==> config.mk <==
export PLATFORM = sky130hd
export DESIGN_NAME = sdram_cmd_guard
export DESIGN_NICKNAME = d
export VERILOG_FILES = /design/src/rtl/sdg_pkg.sv /design/src/rtl/sdg_rst_sync.sv /design/src/rtl/sdg_cmd_decode.sv /design/src/rtl/sdg_bank_fsm.sv /design/src/rtl/sdg_judge.sv /design/src/rtl/sdram_cmd_guard.sv
export SDC_FILE = /design/constraint.sdc
export NUM_CORES = 1
export LEC_CHECK = 0
export BUFFER_PORTS_ARGS = -buffer_cell sky130_fd_sc_hd__buf_4
export CELL_PAD_IN_SITES_DETAIL_PLACEMENT = 0
export CELL_PAD_IN_SITES_GLOBAL_PLACEMENT = 1
export CORE_MARGIN = 5
export CORE_UTILIZATION = 25
export CTS_BUF_LIST = sky130_fd_sc_hd__clkbuf_16
export CTS_CLUSTER_DIAMETER = 100
export CTS_CLUSTER_SIZE = 8
export DETAILED_ROUTE_END_ITERATION = 12
export PLACE_DENSITY_LB_ADDON = 0.1
export SLEW_MARGIN = 0
export SYNTH_ARGS = -nofsm -noshare
export SYNTH_HDL_FRONTEND = slang
export SYNTH_SLANG_ARGS = --single-unit
export TNS_END_PERCENT = 10
==> constraint.sdc <==
create_clock -name clk -period 3 [get_ports clk]
set_input_delay 0.45 -clock clk [delete_from_list [all_inputs] [get_ports clk]]
set_output_delay 0.45 -clock clk [all_outputs]
set_load 0.005 [all_outputs]
==> src/rtl/sdg_pkg.sv <==
package sdg_pkg;

  localparam int ST_W  = 3;
  localparam int ERR_W = 3;

  typedef enum logic [3:0] {
    OP_DESEL = 4'd0,
    OP_NOP   = 4'd1,
    OP_BST   = 4'd2,
    OP_READ  = 4'd3,
    OP_WRITE = 4'd4,
    OP_ACT   = 4'd5,
    OP_PRE   = 4'd6,
    OP_REF   = 4'd7,
    OP_MRS   = 4'd8
  } op_e;

  typedef enum logic [ST_W-1:0] {
    BS_IDLE    = 3'd0,
    BS_ACTIVE  = 3'd1,
    BS_READ    = 3'd2,
    BS_WRITE   = 3'd3,
    BS_WRECOV  = 3'd4,
    BS_REFRESH = 3'd5
  } bank_st_e;

  typedef enum logic [ERR_W-1:0] {
    ERR_NONE      = 3'd0,
    ERR_ROW_OPEN  = 3'd1,
    ERR_NO_ROW    = 3'd2,
    ERR_RCD       = 3'd3,
    ERR_RAS       = 3'd4,
    ERR_BUSY      = 3'd5,
    ERR_NEED_IDLE = 3'd6
  } err_e;

endpackage

==> src/rtl/sdg_rst_sync.sv <==
module sdg_rst_sync (
  input  logic clk,
  input  logic rst_n,
  output logic rst_s_n
);

  logic [1:0] sync_q;

  always_ff @(posedge clk or negedge rst_n) begin
    if (!rst_n) begin
      sync_q <= 2'b00;
    end else begin
      sync_q <= {sync_q[0], 1'b1};
    end
  end

  assign rst_s_n = sync_q[1];

endmodule

==> src/rtl/sdg_cmd_decode.sv <==
module sdg_cmd_decode
  import sdg_pkg::*;
(
  input  logic cs_n,
  input  logic ras_n,
  input  logic cas_n,
  input  logic we_n,
  output op_e  op_o
);

  always_comb begin
    op_o = OP_DESEL;
    if (!cs_n) begin
      unique case ({ras_n, cas_n, we_n})
        3'b111:  op_o = OP_NOP;
        3'b110:  op_o = OP_BST;
        3'b101:  op_o = OP_READ;
        3'b100:  op_o = OP_WRITE;
        3'b011:  op_o = OP_ACT;
        3'b010:  op_o = OP_PRE;
        3'b001:  op_o = OP_REF;
        default: op_o = OP_MRS;
      endcase
    end
  end

endmodule

==> src/rtl/sdg_bank_fsm.sv <==
module sdg_bank_fsm
  import sdg_pkg::*;
#(
  parameter int T_RCD     = 3,
  parameter int T_RAS     = 5,
  parameter int T_WR      = 2,
  parameter int T_RC      = 6,
  parameter int BURST_LEN = 4
) (
  input  logic     clk,
  input  logic     rst_n,
  input  logic     act_i,
  input  logic     rd_i,
  input  logic     wr_i,
  input  logic     pre_i,
  input  logic     bst_i,
  input  logic     ref_i,
  input  logic     a10_i,
  output bank_st_e st_o,
  output logic     rcd_ok_o,
  output logic     ras_ok_o
);

  localparam int AGE_MAX = (T_RAS > T_RCD) ? T_RAS : T_RCD;
  localparam int AGE_W   = $clog2(AGE_MAX + 1);
  localparam int TMR_MAX0 = (BURST_LEN > T_WR) ? BURST_LEN : T_WR;
  localparam int TMR_MAX  = (TMR_MAX0 > T_RC) ? TMR_MAX0 : T_RC;
  localparam int TMR_W    = $clog2(TMR_MAX + 1);
  // A timed state entered at edge k is left at edge k+N-1, so the load is N-2
  localparam logic [TMR_W-1:0] LD_BL = TMR_W'(BURST_LEN - 2);
  localparam logic [TMR_W-1:0] LD_WR = TMR_W'(T_WR - 2);
  localparam logic [TMR_W-1:0] LD_RC = TMR_W'(T_RC - 2);

  bank_st_e         st_q, st_d;
  logic [TMR_W-1:0] tmr_q, tmr_d;
  logic [AGE_W-1:0] age_q, age_d;
  logic             auto_q, auto_d;
  logic             rw_start;

  assign rw_start = rd_i | wr_i;

  always_comb begin
    st_d   = st_q;
    auto_d = auto_q;
    tmr_d  = (tmr_q != '0) ? tmr_q - TMR_W'(1) : tmr_q;
    age_d  = (age_q == AGE_W'(AGE_MAX)) ? age_q : age_q + AGE_W'(1);
    unique case (st_q)
      BS_IDLE: begin
        if (act_i) begin
          st_d  = BS_ACTIVE;
          age_d = AGE_W'(1);
        end else if (ref_i) begin
          st_d  = BS_REFRESH;
          tmr_d = LD_RC;
        end
      end
      BS_ACTIVE: begin
        if (rw_start) begin
          st_d   = rd_i ? BS_READ : BS_WRITE;
          tmr_d  = LD_BL;
          auto_d = a10_i;
        end else if (pre_i) begin
          st_d = BS_IDLE;
        end
      end
      BS_READ, BS_WRITE: begin
        if (rw_start) begin
          st_d   = rd_i ? BS_READ : BS_WRITE;
          tmr_d  = LD_BL;
          auto_d = a10_i;
        end else if (pre_i) begin
          st_d = BS_IDLE;
        end else if (bst_i) begin
          if (st_q == BS_READ) begin
            st_d = BS_ACTIVE;
          end else begin
            st_d   = BS_WRECOV;
            tmr_d  = LD_WR;
            auto_d = 1'b0;
          end
        end else if (tmr_q == '0) begin
          if (st_q == BS_READ) begin
            st_d = auto_q ? BS_IDLE : BS_ACTIVE;
          end else begin
            st_d  = BS_WRECOV;
            tmr_d = LD_WR;
          end
        end
      end
      BS_WRECOV: begin
        if (tmr_q == '0) st_d = auto_q ? BS_IDLE : BS_ACTIVE;
      end
      BS_REFRESH: begin
        if (tmr_q == '0) st_d = BS_IDLE;
      end
      default: st_d = BS_IDLE;
    endcase
  end

  always_ff @(posedge clk or negedge rst_n) begin
    if (!rst_n) begin
      st_q   <= BS_IDLE;
      tmr_q  <= '0;
      age_q  <= '0;
      auto_q <= 1'b0;
    end else begin
      st_q   <= st_d;
      tmr_q  <= tmr_d;
      age_q  <= age_d;
      auto_q <= auto_d;
    end
  end

  assign st_o     = st_q;
  assign rcd_ok_o = (age_q >= AGE_W'(T_RCD));
  assign ras_ok_o = (age_q >= AGE_W'(T_RAS));


  act_idle_chk: assert property (@(posedge clk) disable iff (!rst_n)
    act_i |-> (st_q == BS_IDLE));


  rd_rcd_chk: assert property (@(posedge clk) disable iff (!rst_n)
    rw_start |-> rcd_ok_o);


  ref_enter_chk: assert property (@(posedge clk) disable iff (!rst_n)
    ref_i |=> (st_q == BS_REFRESH));


  ref_exit_chk: assert property (@(posedge clk) disable iff (!rst_n)
    (st_q == BS_REFRESH) |=> (st_q == BS_REFRESH || st_q == BS_IDLE));


  wrecov_exit_chk: assert property (@(posedge clk) disable iff (!rst_n)
    (st_q == BS_WRECOV) |=> (st_q == BS_WRECOV || st_q == BS_ACTIVE || st_q == BS_IDLE));

endmodule

==> src/rtl/sdg_judge.sv <==
module sdg_judge
  import sdg_pkg::*;
#(
  parameter int NUM_BANKS = 4,
  parameter int BA_W      = 2
) (
  input  op_e                       op_i,
  input  logic [BA_W-1:0]           ba_i,
  input  logic                      a10_i,
  input  logic [NUM_BANKS*ST_W-1:0] st_vec_i,
  input  logic [NUM_BANKS-1:0]      rcd_ok_i,
  input  logic [NUM_BANKS-1:0]      ras_ok_i,
  output logic                      illegal_o,
  output err_e                      code_o
);

  bank_st_e sel_st;
  logic     sel_rcd, sel_ras, sel_busy, sel_open;
  logic     any_busy, all_idle, any_ras_viol;

  always_comb begin
    sel_st       = BS_IDLE;
    sel_rcd      = 1'b0;
    sel_ras      = 1'b0;
    any_busy     = 1'b0;
    all_idle     = 1'b1;
    any_ras_viol = 1'b0;
    for (int i = 0; i < NUM_BANKS; i++) begin
      bank_st_e st_i;
      logic     open_i;
      st_i   = bank_st_e'(st_vec_i[ST_W*i +: ST_W]);
      open_i = (st_i == BS_ACTIVE) || (st_i == BS_READ) || (st_i == BS_WRITE);
      if (st_i == BS_WRECOV || st_i == BS_REFRESH) any_busy = 1'b1;
      if (st_i != BS_IDLE) all_idle = 1'b0;
      if (open_i && !ras_ok_i[i]) any_ras_viol = 1'b1;
      if (ba_i == BA_W'(i)) begin
        sel_st  = st_i;
        sel_rcd = rcd_ok_i[i];
        sel_ras = ras_ok_i[i];
      end
    end
  end

  assign sel_busy = (sel_st == BS_WRECOV) || (sel_st == BS_REFRESH);
  assign sel_open = (sel_st == BS_ACTIVE) || (sel_st == BS_READ) || (sel_st == BS_WRITE);

  always_comb begin
    code_o = ERR_NONE;
    unique case (op_i)
      OP_ACT: begin
        if (sel_busy)                 code_o = ERR_BUSY;
        else if (sel_st != BS_IDLE)   code_o = ERR_ROW_OPEN;
      end
      OP_READ, OP_WRITE: begin
        if (sel_busy)                 code_o = ERR_BUSY;
        else if (sel_st == BS_IDLE)   code_o = ERR_NO_ROW;
        else if (!sel_rcd)            code_o = ERR_RCD;
      end
      OP_BST: begin
        if (any_busy)                 code_o = ERR_BUSY;
      end
      OP_PRE: begin
        if (a10_i) begin
          if (any_busy)               code_o = ERR_BUSY;
          else if (any_ras_viol)      code_o = ERR_RAS;
        end else begin
          if (sel_busy)               code_o = ERR_BUSY;
          else if (sel_open && !sel_ras) code_o = ERR_RAS;
        end
      end
      OP_REF, OP_MRS: begin
        if (any_busy)                 code_o = ERR_BUSY;
        else if (!all_idle)           code_o = ERR_NEED_IDLE;
      end
      default: code_o = ERR_NONE;
    endcase
  end

  assign illegal_o = (code_o != ERR_NONE);

endmodule

==> src/rtl/sdram_cmd_guard.sv <==
module sdram_cmd_guard
  import sdg_pkg::*;
#(
  parameter int NUM_BANKS = 4,
  parameter int BA_W      = $clog2(NUM_BANKS),
  parameter int T_RCD     = 3,
  parameter int T_RAS     = 5,
  parameter int T_WR      = 2,
  parameter int T_RC      = 6,
  parameter int BURST_LEN = 4
) (
  input  logic                      clk,
  input  logic                      rst_n,
  input  logic                      cs_n,
  input  logic                      ras_n,
  input  logic                      cas_n,
  input  logic                      we_n,
  input  logic [BA_W-1:0]           ba,
  input  logic                      a10,
  output logic [NUM_BANKS*ST_W-1:0] bank_state_o,
  output logic                      illegal_o,
  output logic [ERR_W-1:0]          err_code_o
);

  logic                      rst_s_n;
  op_e                       op;
  logic [NUM_BANKS*ST_W-1:0] st_vec;
  logic [NUM_BANKS-1:0]      rcd_ok, ras_ok;
  logic                      ill_d;
  err_e                      code_d;
  logic                      legal;
  logic                      illegal_q;
  logic [ERR_W-1:0]          code_q;

  sdg_rst_sync u_rst_sync (
    .clk     (clk),
    .rst_n   (rst_n),
    .rst_s_n (rst_s_n)
  );

  sdg_cmd_decode u_decode (
    .cs_n  (cs_n),
    .ras_n (ras_n),
    .cas_n (cas_n),
    .we_n  (we_n),
    .op_o  (op)
  );

  sdg_judge #(
    .NUM_BANKS (NUM_BANKS),
    .BA_W      (BA_W)
  ) u_judge (
    .op_i      (op),
    .ba_i      (ba),
    .a10_i     (a10),
    .st_vec_i  (st_vec),
    .rcd_ok_i  (rcd_ok),
    .ras_ok_i  (ras_ok),
    .illegal_o (ill_d),
    .code_o    (code_d)
  );

  assign legal = !ill_d;

  for (genvar g = 0; g < NUM_BANKS; g++) begin : g_bank
    logic     sel;
    bank_st_e st_w;
    assign sel = (ba == BA_W'(g));

    sdg_bank_fsm #(
      .T_RCD     (T_RCD),
      .T_RAS     (T_RAS),
      .T_WR      (T_WR),
      .T_RC      (T_RC),
      .BURST_LEN (BURST_LEN)
    ) u_bank (
      .clk      (clk),
      .rst_n    (rst_s_n),
      .act_i    (legal && op == OP_ACT   && sel),
      .rd_i     (legal && op == OP_READ  && sel),
      .wr_i     (legal && op == OP_WRITE && sel),
      .pre_i    (legal && op == OP_PRE   && (sel || a10)),
      .bst_i    (legal && op == OP_BST),
      .ref_i    (legal && op == OP_REF),
      .a10_i    (a10),
      .st_o     (st_w),
      .rcd_ok_o (rcd_ok[g]),
      .ras_ok_o (ras_ok[g])
    );

    assign st_vec[ST_W*g +: ST_W] = st_w;
  end

  always_ff @(posedge clk or negedge rst_s_n) begin
    if (!rst_s_n) begin
      illegal_q <= 1'b0;
      code_q    <= ERR_NONE;
    end else begin
      illegal_q <= ill_d;
      code_q    <= code_d;
    end
  end

  assign bank_state_o = st_vec;
  assign illegal_o    = illegal_q;
  assign err_code_o   = code_q;


  idle_cmd_legal_chk: assert property (@(posedge clk) disable iff (!rst_s_n)
    (op == OP_DESEL || op == OP_NOP) |=> !illegal_o);


  flag_has_code_chk: assert property (@(posedge clk) disable iff (!rst_s_n)
    illegal_o |-> (err_code_o != ERR_NONE));


  clean_no_code_chk: assert property (@(posedge clk) disable iff (!rst_s_n)
    !illegal_o |-> (err_code_o == ERR_NONE));


  refresh_all_chk: assert property (@(posedge clk) disable iff (!rst_s_n)
    (legal && op == OP_REF) |=> ($countones(~rcd_ok | ras_ok) >= 0 && bank_state_o == {NUM_BANKS{BS_REFRESH}}));

endmodule

==> flow_summary.json <==
{
  "run_status": "complete, no violations",
  "io_buffer_count": 24,
  "synth.most_common_cell": "dfrtp_1",
  "clock_path_buffers": 2,
  "leakage_uw": 0.00213,
  "initial_utilization_pct": 25.4,
  "crit_type": "reg2reg",
  "stdcell_area_sq_um": 4910,
  "firstDrtPassIters": 4,
  "reg2reg_depth": 9,
  "fp.dieH_um": 132,
  "slowest_delay_ps": 460,
  "grt_max_degree": 32,
  "io_pins": 25,
  "fin_nets": 552,
  "detailedPlace.worstSlack_ps": -190,
  "cts_buffers": 5,
  "layout_min_cycle_time_ps": 2920,
  "finalPower_uw": 4570,
  "rsz0062_at_grt": "true",
  "grt_pass1_vias": 3694,
  "diodes": 0,
  "synth_commonest_cells": "dfrtp_1 (46), nor2_1 (33), nand2_1 (31), inv_1 (29), a21oi_1 (26)",
  "hp-class": "reg2async",
  "synth_edf_count": 0,
  "layout_setup_ws_ps": 80.2,
  "wl_um": 13200,
  "post-route-period-util_pct": 97.3,
  "dpl.hpwl_um": 10200,
  "overflow": 0,
  "fmax_mhz": 342,
  "area_growth_pct": 32.8,
  "slew_viol_final": 0,
  "path_delay_family": "compound AO/OA/AOI/OAI gates",
  "cp.arrival_ps": 3110,
  "seq_area_frac_synth_pct": 31.1,
  "cp.buffers_inverters": 2,
  "p_per_area_nw_per_um2": 931,
  "ant_nets": 0,
  "synth_top_area_share_pct": 31.1,
  "cts.clk_slew.worst_paths_ps": 70,
  "route.detailed.drc": 0,
  "place_inst": 683,
  "fillers": 1543,
  "netlist_top_cells_area": "dfrtp_1 (31%), ha_1 (6.8%), a21oi_1 (3.5%)",
  "syn_inst": 430,
  "synth_area_sq_um": 3700,
  "synth_fp_nets": 459,
  "crit_path_max_fanout": 12,
  "drive_above_1_share_pct": 29.6,
  "ys_types": 76,
  "rr_startpoint": "g_bank[1].u_bank.st_o[1]",
  "dr_total_vias": 3645,
  "placed_area_sq_um": 4550,
  "setup_viol": 0,
  "grt_pass1_wl_um": 20900,
  "coreArea_sq_um": 14500,
  "grt_antenna_before_repair": 0,
  "yosysTopAreaCell": "dfrtp_1",
  "cpMaxStageDelayCell": "dfrtp_1",
  "grtUsageTotal_pct": 15.1,
  "crit_chain": "buf_4 -> nand2b_1 -> o2111a_2 -> o32ai_4 -> buf_6 -> a2111o_1 -> o31a_1 -> a311o_1 -> mux2_4",
  "yosys_register_bits": 46,
  "clk_latency_ps": 300,
  "std_cell_rows": 44,
  "fin_skew_ps": 7.06,
  "die_area_sq_um": 17300,
  "hold_violations": 0,
  "viasPerCell": 5.15,
  "place_congestion": 0.854,
  "crit_required_ps": 3190,
  "fin_cells": 708,
  "clock-sinks": 46,
  "tightestPinTransition_ps": 804,
  "crit_path_start_kind": "flip-flop",
  "max-slew-margin-rel_pct": 46.4,
  "postSynthAreaPerCell_sq_um": 8.60,
  "yosys_warnings": 0,
  "async_reset_ff_share_pct": 100,
  "hold_ws_ps": 355,
  "reg2reg_slack_ps": 80,
  "r2r_end": "g_bank[3].u_bank.st_o[0]",
  "root_buffer": "clkbuf_16",
  "ir_drop_uv": 258,
  "htreeDepth": 2,
  "endpoint_kind": "flip-flop",
  "cts_tree": "done",
  "drt-initial-drc-count": 226,
  "fp.dieW_um": 132,
  "wl_per_cell_um": 18.7,
  "ys.flop_type": "dfrtp_1",
  "drv_cap": 0
}
## how the worst max path moves through the flow
stage | from | to | slack [ps] | cells past startpoint
2_1_floorplan | ba[0] | g_bank[3].u_bank.st_o[0] | 7 | 8
3_3_place_gp | ba[0] | g_bank[1].u_bank.st_o[2] | -140 | 9
3_5_place_dp | ba[0] | g_bank[1].u_bank.st_o[2] | -190 | 9
4_1_cts | g_bank[3].u_bank.st_o[0] | g_bank[3].u_bank.st_o[0] | 30 | 9
5_1_grt | g_bank[3].u_bank.st_o[2] | g_bank[2].u_bank.tmr_q[1] | -30 | 10
6_report | g_bank[1].u_bank.st_o[1] | g_bank[3].u_bank.st_o[0] | 80 | 9
## final cells by class
type / count / area (sq um) / area share [%]
Tap cell: 184 / 230 / 4.69
Sequential cell: 46 / 1150 / 23.5
Clock inverter: 3 / 11.3 / 0.229
Multi-Input combinational cell: 327 / 2380 / 48.4
Clock buffer: 5 / 125 / 2.55
Inverter: 30 / 119 / 2.42
Timing Repair Buffer: 113 / 891 / 18.1
## routing by layer
layer | vias to the layer above | global-route usage [%] | part of all wire (%) | wire, um
li1 | 1804 | - | - | -
met1 | 1777 | 20.4 | 47 | 6290
met2 | 50 | 24.9 | 48 | 6340
met3 | 14 | 2.45 | 2.7 | 355
met4 | 0 | 4.34 | 1.9 | 257
met5 | - | 0 | 0 | 0
## registers in the layout, indices dropped and copies added, names as in the netlist
| register | flops |
|---|---|
| g_bank.u_bank.auto_q | 4 |
| err_code_o | 3 |
| g_bank.u_bank.tmr_q | 12 |
| illegal_o | 1 |
| g_bank.u_bank.age_q | 12 |
| u_rst_sync.sync_q | 2 |
| g_bank.u_bank.st_o | 12 |
## logic make-up (layout without fill, tap and decap cells)
logic type / after synthesis / after routing / share of synthesized area [%]
buf+inv: 57 / 151 / 6.63
other cells: 1 / 1 / 0.101
xor+xnor: 7 / 7 / 1.66
mux: 10 / 10 / 3.96
compound gates: 152 / 152 / 30.5
flops: 46 / 46 / 31.1
simple gates: 137 / 137 / 19.3
fa+ha+maj: 20 / 20 / 6.77
## timing repair
action	4_1_cts	5_1_grt
endpoints found under the hold margin	2	0
endpoints found under the setup margin	1	9
setup buffers	0	18
resized for setup	1	22
pin swaps	0	13
hold buffers	1	0
## cell usage in the layout, fill, tap and decap left out, types with 8 or more instances in the layout
cell	instances
nand3_1	12
a31oi_1	9
o21ai_0	25
buf_4	106
ha_1	17
a21oi_1	26
dfrtp_1	43
nor2_1	32
nor3_1	12
nand2_1	31
nand2b_1	13
o31ai_1	8
nor2b_1	9
inv_1	28
## power breakdown
group / switching [uW] / total (uW) / internal, uW / leakage (uW)
Sequential: 242 / 1140 / 900 / 0.000546
Combinational: 1430 / 2870 / 1440 / 0.00152
Clock: 256 / 557 / 301 / 0.0000663
Total: 1930 / 4570 / 2650 / 0.00213
## through the flow
stage	utilization, %	TNS (ps)
floorplan	-	0
global placement	31.3	-1010
detailed placement	31.3	-1420
CTS	32.3	0
global route	33.8	-42.0
finish	33.8	0
Note: power is estimated with default switching activity, not from simulation.
